==> config.mk <==
export PLATFORM = sky130hd
export DESIGN_NAME = tri_add_unit
export DESIGN_NICKNAME = d
export VERILOG_FILES = /design/src/rtl/tri_add_pkg.sv /design/src/rtl/tri_add_ctrl.sv /design/src/rtl/tri_add_dp.sv /design/src/rtl/tri_add_unit.sv
export SDC_FILE = /design/constraint.sdc
export NUM_CORES = 1
export LEC_CHECK = 0
export CAP_MARGIN = 0
export CORE_ASPECT_RATIO = 0.6
export CORE_MARGIN = 5
export CORE_UTILIZATION = 70
export DETAILED_ROUTE_END_ITERATION = 7
export DONT_BUFFER_PORTS = 1
export PLACE_DENSITY_LB_ADDON = 0.05
export SYNTH_ARGS = -nofsm -noshare
export SYNTH_HDL_FRONTEND = slang
export SYNTH_SLANG_ARGS = --single-unit
export TNS_END_PERCENT = 30
==> constraint.sdc <==
create_clock -name clk -period 15.5 [get_ports clk]
set_input_delay 3.875 -clock clk [delete_from_list [all_inputs] [get_ports clk]]
set_output_delay 3.875 -clock clk [all_outputs]
set_load 0.01 [all_outputs]
==> src/rtl/tri_add_pkg.sv <==
`timescale 1ns/1ps
package tri_add_pkg;
  localparam int INSN_W = 64;
  localparam int REG_W  = 8;

  // instruction field positions
  localparam int DST_LSB    = 0;
  localparam int SRCA_LSB   = 8;
  localparam int HALF_C_LSB = 31;
  localparam int HALF_B_LSB = 33;
  localparam int HALF_A_LSB = 35;
  localparam int SHIFT_LSB  = 37;
  localparam int CC_BIT     = 47;
  localparam int EXT_BIT    = 48;
  localparam int NEG_C_BIT  = 49;
  localparam int NEG_B_BIT  = 50;
  localparam int NEG_A_BIT  = 51;

  typedef enum logic [1:0] {
    HALF_ALL = 2'd0,
    HALF_LO  = 2'd1,
    HALF_HI  = 2'd2,
    HALF_RSV = 2'd3
  } halfSel_e;

  typedef enum logic [1:0] {
    SHIFT_NONE  = 2'd0,
    SHIFT_RIGHT = 2'd1,
    SHIFT_LEFT  = 2'd2,
    SHIFT_RSV   = 2'd3
  } shiftSel_e;

  // strobes from control to datapath; negMask bit 0 = A, 1 = B, 2 = C
  typedef struct packed {
    logic             capture;
    logic             writeOk;
    logic             unsupported;
    halfSel_e         halfA;
    halfSel_e         halfB;
    halfSel_e         halfC;
    logic [2:0]       negMask;
    shiftSel_e        shiftSel;
    logic [REG_W-1:0] dstIdx;
  } ctrlStrobes_t;
endpackage

==> src/rtl/tri_add_ctrl.sv <==
`timescale 1ns/1ps
module tri_add_ctrl
  import tri_add_pkg::*;
(
  input  logic              clk,
  input  logic              rst,
  input  logic              issueStb,
  input  logic [INSN_W-1:0] instrWord,
  output ctrlStrobes_t      ctrl,
  output logic [REG_W-1:0]  srcAIdx
);

  function automatic halfSel_e normHalf(input logic [1:0] code);
    return (code == 2'd3) ? HALF_ALL : halfSel_e'(code);
  endfunction

  function automatic shiftSel_e normShift(input logic [1:0] code);
    return (code == 2'd3) ? SHIFT_NONE : shiftSel_e'(code);
  endfunction

  logic unsupportedBits;
  assign unsupportedBits = instrWord[CC_BIT] | instrWord[EXT_BIT];
  assign srcAIdx = instrWord[SRCA_LSB +: REG_W];

  always_comb begin
    ctrl             = '0;
    ctrl.capture     = issueStb;
    ctrl.unsupported = unsupportedBits;
    ctrl.writeOk     = ~unsupportedBits;
    ctrl.halfA       = normHalf(instrWord[HALF_A_LSB +: 2]);
    ctrl.halfB       = normHalf(instrWord[HALF_B_LSB +: 2]);
    ctrl.halfC       = normHalf(instrWord[HALF_C_LSB +: 2]);
    ctrl.negMask     = {instrWord[NEG_C_BIT], instrWord[NEG_B_BIT], instrWord[NEG_A_BIT]};
    ctrl.shiftSel    = normShift(instrWord[SHIFT_LSB +: 2]);
    ctrl.dstIdx      = instrWord[DST_LSB +: REG_W];
  end

  AST_UNSUP_BLOCKS_WRITE: assert property (@(posedge clk) disable iff (rst)
    ctrl.unsupported |-> !ctrl.writeOk);

  AST_NO_RSV_CODES: assert property (@(posedge clk) disable iff (rst)
    (ctrl.halfA != HALF_RSV) && (ctrl.halfB != HALF_RSV) && (ctrl.halfC != HALF_RSV)
    && (ctrl.shiftSel != SHIFT_RSV));

endmodule

==> src/rtl/tri_add_dp.sv <==
`timescale 1ns/1ps
module tri_add_dp
  import tri_add_pkg::*;
#(
  parameter int DATA_W = 32
) (
  input  logic              clk,
  input  logic              rst,
  input  ctrlStrobes_t      ctrl,
  input  logic [DATA_W-1:0] opA,
  input  logic [DATA_W-1:0] opB,
  input  logic [DATA_W-1:0] opC,
  output logic              resValid,
  output logic [DATA_W-1:0] resData,
  output logic [REG_W-1:0]  resDstIdx,
  output logic              resWrEn,
  output logic              resUnsupported
);
  localparam int HALF_W  = DATA_W / 2;
  localparam int NUM_OPS = 3;

  logic     [NUM_OPS-1:0][DATA_W-1:0] rawOp;
  logic     [NUM_OPS-1:0][DATA_W-1:0] condOp;
  halfSel_e [NUM_OPS-1:0]             halfOf;

  assign rawOp[0]  = opA;
  assign rawOp[1]  = opB;
  assign rawOp[2]  = opC;
  assign halfOf[0] = ctrl.halfA;
  assign halfOf[1] = ctrl.halfB;
  assign halfOf[2] = ctrl.halfC;

  for (genvar g = 0; g < NUM_OPS; g++) begin : g_operand
    logic [DATA_W-1:0] selVal;
    always_comb begin
      case (halfOf[g])
        HALF_LO: selVal = {{(DATA_W-HALF_W){1'b0}}, rawOp[g][HALF_W-1:0]};
        HALF_HI: selVal = {{HALF_W{1'b0}}, rawOp[g][DATA_W-1:HALF_W]};
        default: selVal = rawOp[g];
      endcase
    end
    assign condOp[g] = ctrl.negMask[g] ? ({DATA_W{1'b0}} - selVal) : selVal;

    AST_HALF_ZERO_EXT: assert property (@(posedge clk) disable iff (rst)
      (halfOf[g] != HALF_ALL) |-> (selVal[DATA_W-1:HALF_W] == '0));
  end

  logic [DATA_W-1:0] abSum;
  logic [DATA_W-1:0] abShift;
  logic [DATA_W-1:0] total;

  assign abSum = condOp[0] + condOp[1];

  always_comb begin
    case (ctrl.shiftSel)
      SHIFT_RIGHT: abShift = abSum >> HALF_W;
      SHIFT_LEFT:  abShift = abSum << HALF_W;
      default:     abShift = abSum;
    endcase
  end

  assign total = abShift + condOp[2];

  always_ff @(posedge clk) begin
    if (rst) begin
      resValid       <= 1'b0;
      resWrEn        <= 1'b0;
      resUnsupported <= 1'b0;
      resData        <= '0;
      resDstIdx      <= '0;
    end else begin
      resValid       <= ctrl.capture;
      resWrEn        <= ctrl.capture & ctrl.writeOk;
      resUnsupported <= ctrl.capture & ctrl.unsupported;
      if (ctrl.capture) begin
        resData   <= total;
        resDstIdx <= ctrl.dstIdx;
      end
    end
  end

  AST_VALID_AFTER_ISSUE: assert property (@(posedge clk) disable iff (rst)
    ctrl.capture |=> resValid);
  AST_IDLE_NO_VALID: assert property (@(posedge clk) disable iff (rst)
    !ctrl.capture |=> (!resValid && !resWrEn && !resUnsupported));
  AST_WREN_GATED: assert property (@(posedge clk) disable iff (rst)
    resWrEn |-> (resValid && !resUnsupported));
  AST_DST_FOLLOWS: assert property (@(posedge clk) disable iff (rst)
    ctrl.capture |=> (resDstIdx == $past(ctrl.dstIdx)));
  AST_SHR_TOP_ZERO: assert property (@(posedge clk) disable iff (rst)
    (ctrl.shiftSel == SHIFT_RIGHT) |-> (abShift[DATA_W-1:HALF_W] == '0));
  AST_SHL_LOW_ZERO: assert property (@(posedge clk) disable iff (rst)
    (ctrl.shiftSel == SHIFT_LEFT) |-> (abShift[HALF_W-1:0] == '0));

endmodule

==> src/rtl/tri_add_unit.sv <==
`timescale 1ns/1ps
module tri_add_unit
  import tri_add_pkg::*;
#(
  parameter int DATA_W = 32
) (
  input  logic              clk,
  input  logic              rst,
  input  logic              issueStb,
  input  logic [INSN_W-1:0] instrWord,
  input  logic [DATA_W-1:0] opA,
  input  logic [DATA_W-1:0] opB,
  input  logic [DATA_W-1:0] opC,
  output logic [REG_W-1:0]  srcAIdx,
  output logic              resValid,
  output logic [DATA_W-1:0] resData,
  output logic [REG_W-1:0]  resDstIdx,
  output logic              resWrEn,
  output logic              resUnsupported
);

  ctrlStrobes_t ctrl;

  tri_add_ctrl ctrl_i (
    .clk       (clk),
    .rst       (rst),
    .issueStb  (issueStb),
    .instrWord (instrWord),
    .ctrl      (ctrl),
    .srcAIdx   (srcAIdx)
  );

  tri_add_dp #(.DATA_W(DATA_W)) dp_i (
    .clk            (clk),
    .rst            (rst),
    .ctrl           (ctrl),
    .opA            (opA),
    .opB            (opB),
    .opC            (opC),
    .resValid       (resValid),
    .resData        (resData),
    .resDstIdx      (resDstIdx),
    .resWrEn        (resWrEn),
    .resUnsupported (resUnsupported)
  );

endmodule

==> parameters.txt <==
Parameter                              Value

Status
  Outcome ... completed

Worst hold path
  Hold Path Cell Cnt ... 2
  Worst Hold Endpoint ... dp_i.resData[24]
  Startpoint of the lowest-slack hold path ... dp_i.resData[24]
  Class of the worst hold path ... register to register

Timing
  Unrepaired setup endpoints after global routing ... false
  Count of final max-slew check failures ... 0
  Setup total negative slack ... 0 ns
  Largest clock skew in the final design ... 0 ns
  Max_slew headroom ... 0.261
  Total setup violations reported at the end of the flow ... 0
  Final critical-path required period ... 12.51 ns
  Pin slew with the least headroom to its limit ... 1.10 ns
  Hold Violations, Final ... 0
  Fmax achieved ... 80.0 MHz
  Final WS setup ... 2.99 ns
  Period utilization ... 0.807

Clocking
  CTS tree ... done
  Clock-pin slew on the worst setup and hold paths ... 0.06 ns
  Clk buf depth ... 2
  Clock latency on the worst-skew pair ... 0.29 ns
  # clock sinks ... 43
  # Post-CTS Setup Buffers ... 0
  Num CTS Buffers ... 5
  Number of gates resized after CTS ... 0
  Clock tree root buffer cell ... sky130_fd_sc_hd__clkbuf_16
  Max H-tree Level ... 2
  Hold buffer count at cts ... 0

Routing
  Detailed Route Iter0 Violations ... 1174
  Average via count per standard cell ... 7.01
  Total iterations of the first detailed-routing run ... 6
  Total Wirelength ... 27100 microns
  DR vias ... 8841
  Detailed-route wire length per cell ... 21.5 microns
  Remaining number of nets flagged by the antenna check after routing ... 0
  DRC violations left ... 0

Place
  Gp weighted congestion ... 1.10
  Final HPWL from detailed placement ... 22100 microns
  Number of placed instances, taps included ... 1253
  Worst slack, placed ... 3.24 ns
  Port Buffer Count ... 0

Floorplanning
  Starting Density ... 0.723
  Chip height ... 94.2 microns
  Core region area ... 11400 sq um
  Number of rows in the core area ... 30
  IO Pins ... 214
  Overall die area ... 14200 sq um
  Width of the chip ... 150 microns

Cells and area
  ANT cells ... 0
  Share of cells above drive strength 1 ... 0.0345
  Layout overhead on the synthesized area ... 0.741%
  Layout net count ... 1337
  Non-filler instance count after layout ... 1261

Power
  Total power density per cell area ... 131 nW/um^2
  Tot Pwr ... 0.00109 W
  Sequential share of power ... 0.166
  Design internal power ... 0.000532 W
  Leakage ... 3.51 nW
  Maximum vdd drop ... 0.0000635 V
  Share of total power consumed by net switching ... 0.512
  Clock network fraction of design power ... 0.099
  Logic pwr share ... 0.735
  Switching power ... 0.000558 W

Setup path
  R2r endpoint ... dp_i.resData[28]
  Cell with the biggest individual delay on the critical path ... sky130_fd_sc_hd__ha_1
  Crit path largest cell delay ... 0.94 ns
  Crit path launch ... instrWord[33]
  Crit path arrival time ... 12.69 ns
  Worst path top cell family by delay ... compound AO/OA/AOI/OAI gates
  Depth of the worst register-to-register path ... 2
  CP startpoint kind ... input port
  Number of buffers and inverters on the critical path ... 2
  Nature of the critical path endpoint ... register
  Critical Setup Path Class ... input port to register
  Crit path required time ... 15.69 ns
  Slack of the worst reg-to-reg path ... 14.59 ns
  Maximum net fanout on the critical path ... 33
  Startpoint of the worst-slack reg-to-reg timing path ... dp_i.resData[28]

Global routing
  Number of antenna violations at the first check in global routing ... 0
  Number of global-route vias before repair ... 7882
  GRT overflow ... 0
  GRT Overall Usage ... 0.372
  Maximum number of pins on one net before global-route repair ... 47
  First-pass GRT wire length ... 41900 microns

Yosys
  Leading post-synthesis cells by cell area ... sky130_fd_sc_hd__ha_1 11%, sky130_fd_sc_hd__dfxtp_1 10%, sky130_fd_sc_hd__xnor2_1 7.2%, sky130_fd_sc_hd__a22o_1 5.8%, sky130_fd_sc_hd__nand2_1 5.3%
  Largest area contributor in the netlist ... sky130_fd_sc_hd__ha_1
  Predominant post-synthesis flop cell ... sky130_fd_sc_hd__dfxtp_1
  Synthesized instance count ... 1156
  Top-area cell type share of the netlist area ... 0.109
  Post-synthesis instance area ... 8270 sq um
  Share of flip-flops with an asynchronous set or reset after synthesis ... 0
  Synthesized net count ... 1393
  Count leader, synth ... sky130_fd_sc_hd__nand2_1
  Number of flops mapped to enable cells by yosys ... 0
  Sequential fraction of the synthesis area ... 0.104
  Synthesized area per cell ... 7.16 sq um
  Count of warnings emitted by yosys ... 0
  Number of different library cells in the post-synthesis netlist ... 83
  Number of synthesized register bits ... 43
  Most frequent cells after synthesis ... 116 x sky130_fd_sc_hd__nand2_1, 103 x sky130_fd_sc_hd__nor2_1, 84 x sky130_fd_sc_hd__o21ai_0

Run
  Maximum Capacitance Violations ... 0
[power by group through the flow]
stage / Combinational [W] / Sequential (W) / Clock, W
5_1_grt: 0.000870 / 0.000184 / 0.000116
4_1_cts: 0.000771 / 0.000181 / 0.000108
2_1_floorplan: 0.000606 / 0.000175 / 0
3_3_place_gp: 0.000749 / 0.000183 / 0
3_5_place_dp: 0.000763 / 0.000184 / 0
6_report: 0.000802 / 0.000181 / 0.000108
[layout make-up]
type                       instances  area [sq um]
timing repair buffer               2          15.0
tap                              160           200
clock buffer                       5           125
clock inverter                     3          23.8
inverter                          37           139
fill                             993          3110
multi-input combinational       1011          6970
sequential                        43           861
[registers in the layout (all words and copies together), names as in the netlist]
name / count
dp_i.resData: 32
dp_i.resDstIdx: 8
dp_i.resUnsupported: 1
dp_i.resValid: 1
dp_i.resWrEn: 1
[layout by cell type (no fill, tap or decap), types with 9 or more instances in the layout]
cell	count
sky130_fd_sc_hd__ha_1	72
sky130_fd_sc_hd__nor2b_1	9
sky130_fd_sc_hd__a31oi_1	12
sky130_fd_sc_hd__inv_1	36
sky130_fd_sc_hd__a22o_1	55
sky130_fd_sc_hd__or3_1	16
sky130_fd_sc_hd__o31ai_1	16
sky130_fd_sc_hd__o21a_1	12
sky130_fd_sc_hd__nor2_1	103
sky130_fd_sc_hd__a211oi_1	20
sky130_fd_sc_hd__nand2_1	116
sky130_fd_sc_hd__xnor2_1	68
sky130_fd_sc_hd__a22oi_1	13
sky130_fd_sc_hd__mux2i_1	25
sky130_fd_sc_hd__dfxtp_1	43
sky130_fd_sc_hd__xor2_1	38
sky130_fd_sc_hd__o22ai_1	11
sky130_fd_sc_hd__or2_2	10
sky130_fd_sc_hd__nand3b_1	12
sky130_fd_sc_hd__a21o_1	37
sky130_fd_sc_hd__nand3_1	18
sky130_fd_sc_hd__nand2b_1	19
sky130_fd_sc_hd__a21oi_1	72
sky130_fd_sc_hd__o21ai_0	84
sky130_fd_sc_hd__nor3_1	34
[per-layer routing]
metal | global-route usage | part of all wire | up-vias
met2 | 0.470 | 0.36 | 586
li1 | - | - | 4187
met1 | 0.545 | 0.44 | 4028
met5 | 0 | 0 | -
met4 | 0.0434 | 0.011 | 0
met3 | 0.213 | 0.19 | 40
[kinds of logic after synthesis]
group           Yosys count  synth area share
compound gates          403             0.339
simple gates            401             0.244
xor+xnor                106             0.112
buf+inv                 102            0.0534
fa+ha+maj                74             0.114
flops                    43             0.104
mux                      27            0.0330
[worst register-to-register path: cells and delay by family, from the launching register on]
kind / cells / cell delay, ns
flops: 1 / 0.38
buf+inv: 1 / 0.06
compound gates: 1 / 0.34
[how the worst max path moves through the flow]
stage / depth (start not counted) / to / slack [ns]
finish: 33 / dp_i.resData[31] / 2.99
global route: 33 / dp_i.resData[31] / 2.47
CTS: 33 / dp_i.resData[31] / 3.45
detailed placement: 33 / dp_i.resData[31] / 3.24
global placement: 29 / dp_i.resData[30] / 3.39
floorplan: 32 / dp_i.resData[30] / 4.98
[metrics by stage]
stage	util	hold WS (ns)	instance area (sq um)
5_1_grt	0.728	0.522	8340
3_3_place_gp	0.715	0.497	8190
3_5_place_dp	0.715	0.499	8190
4_1_cts	0.728	0.509	8340
2_1_floorplan	-	0.486	8270
6_report	0.728	0.504	8340
(Power assumes the default switching activity.)
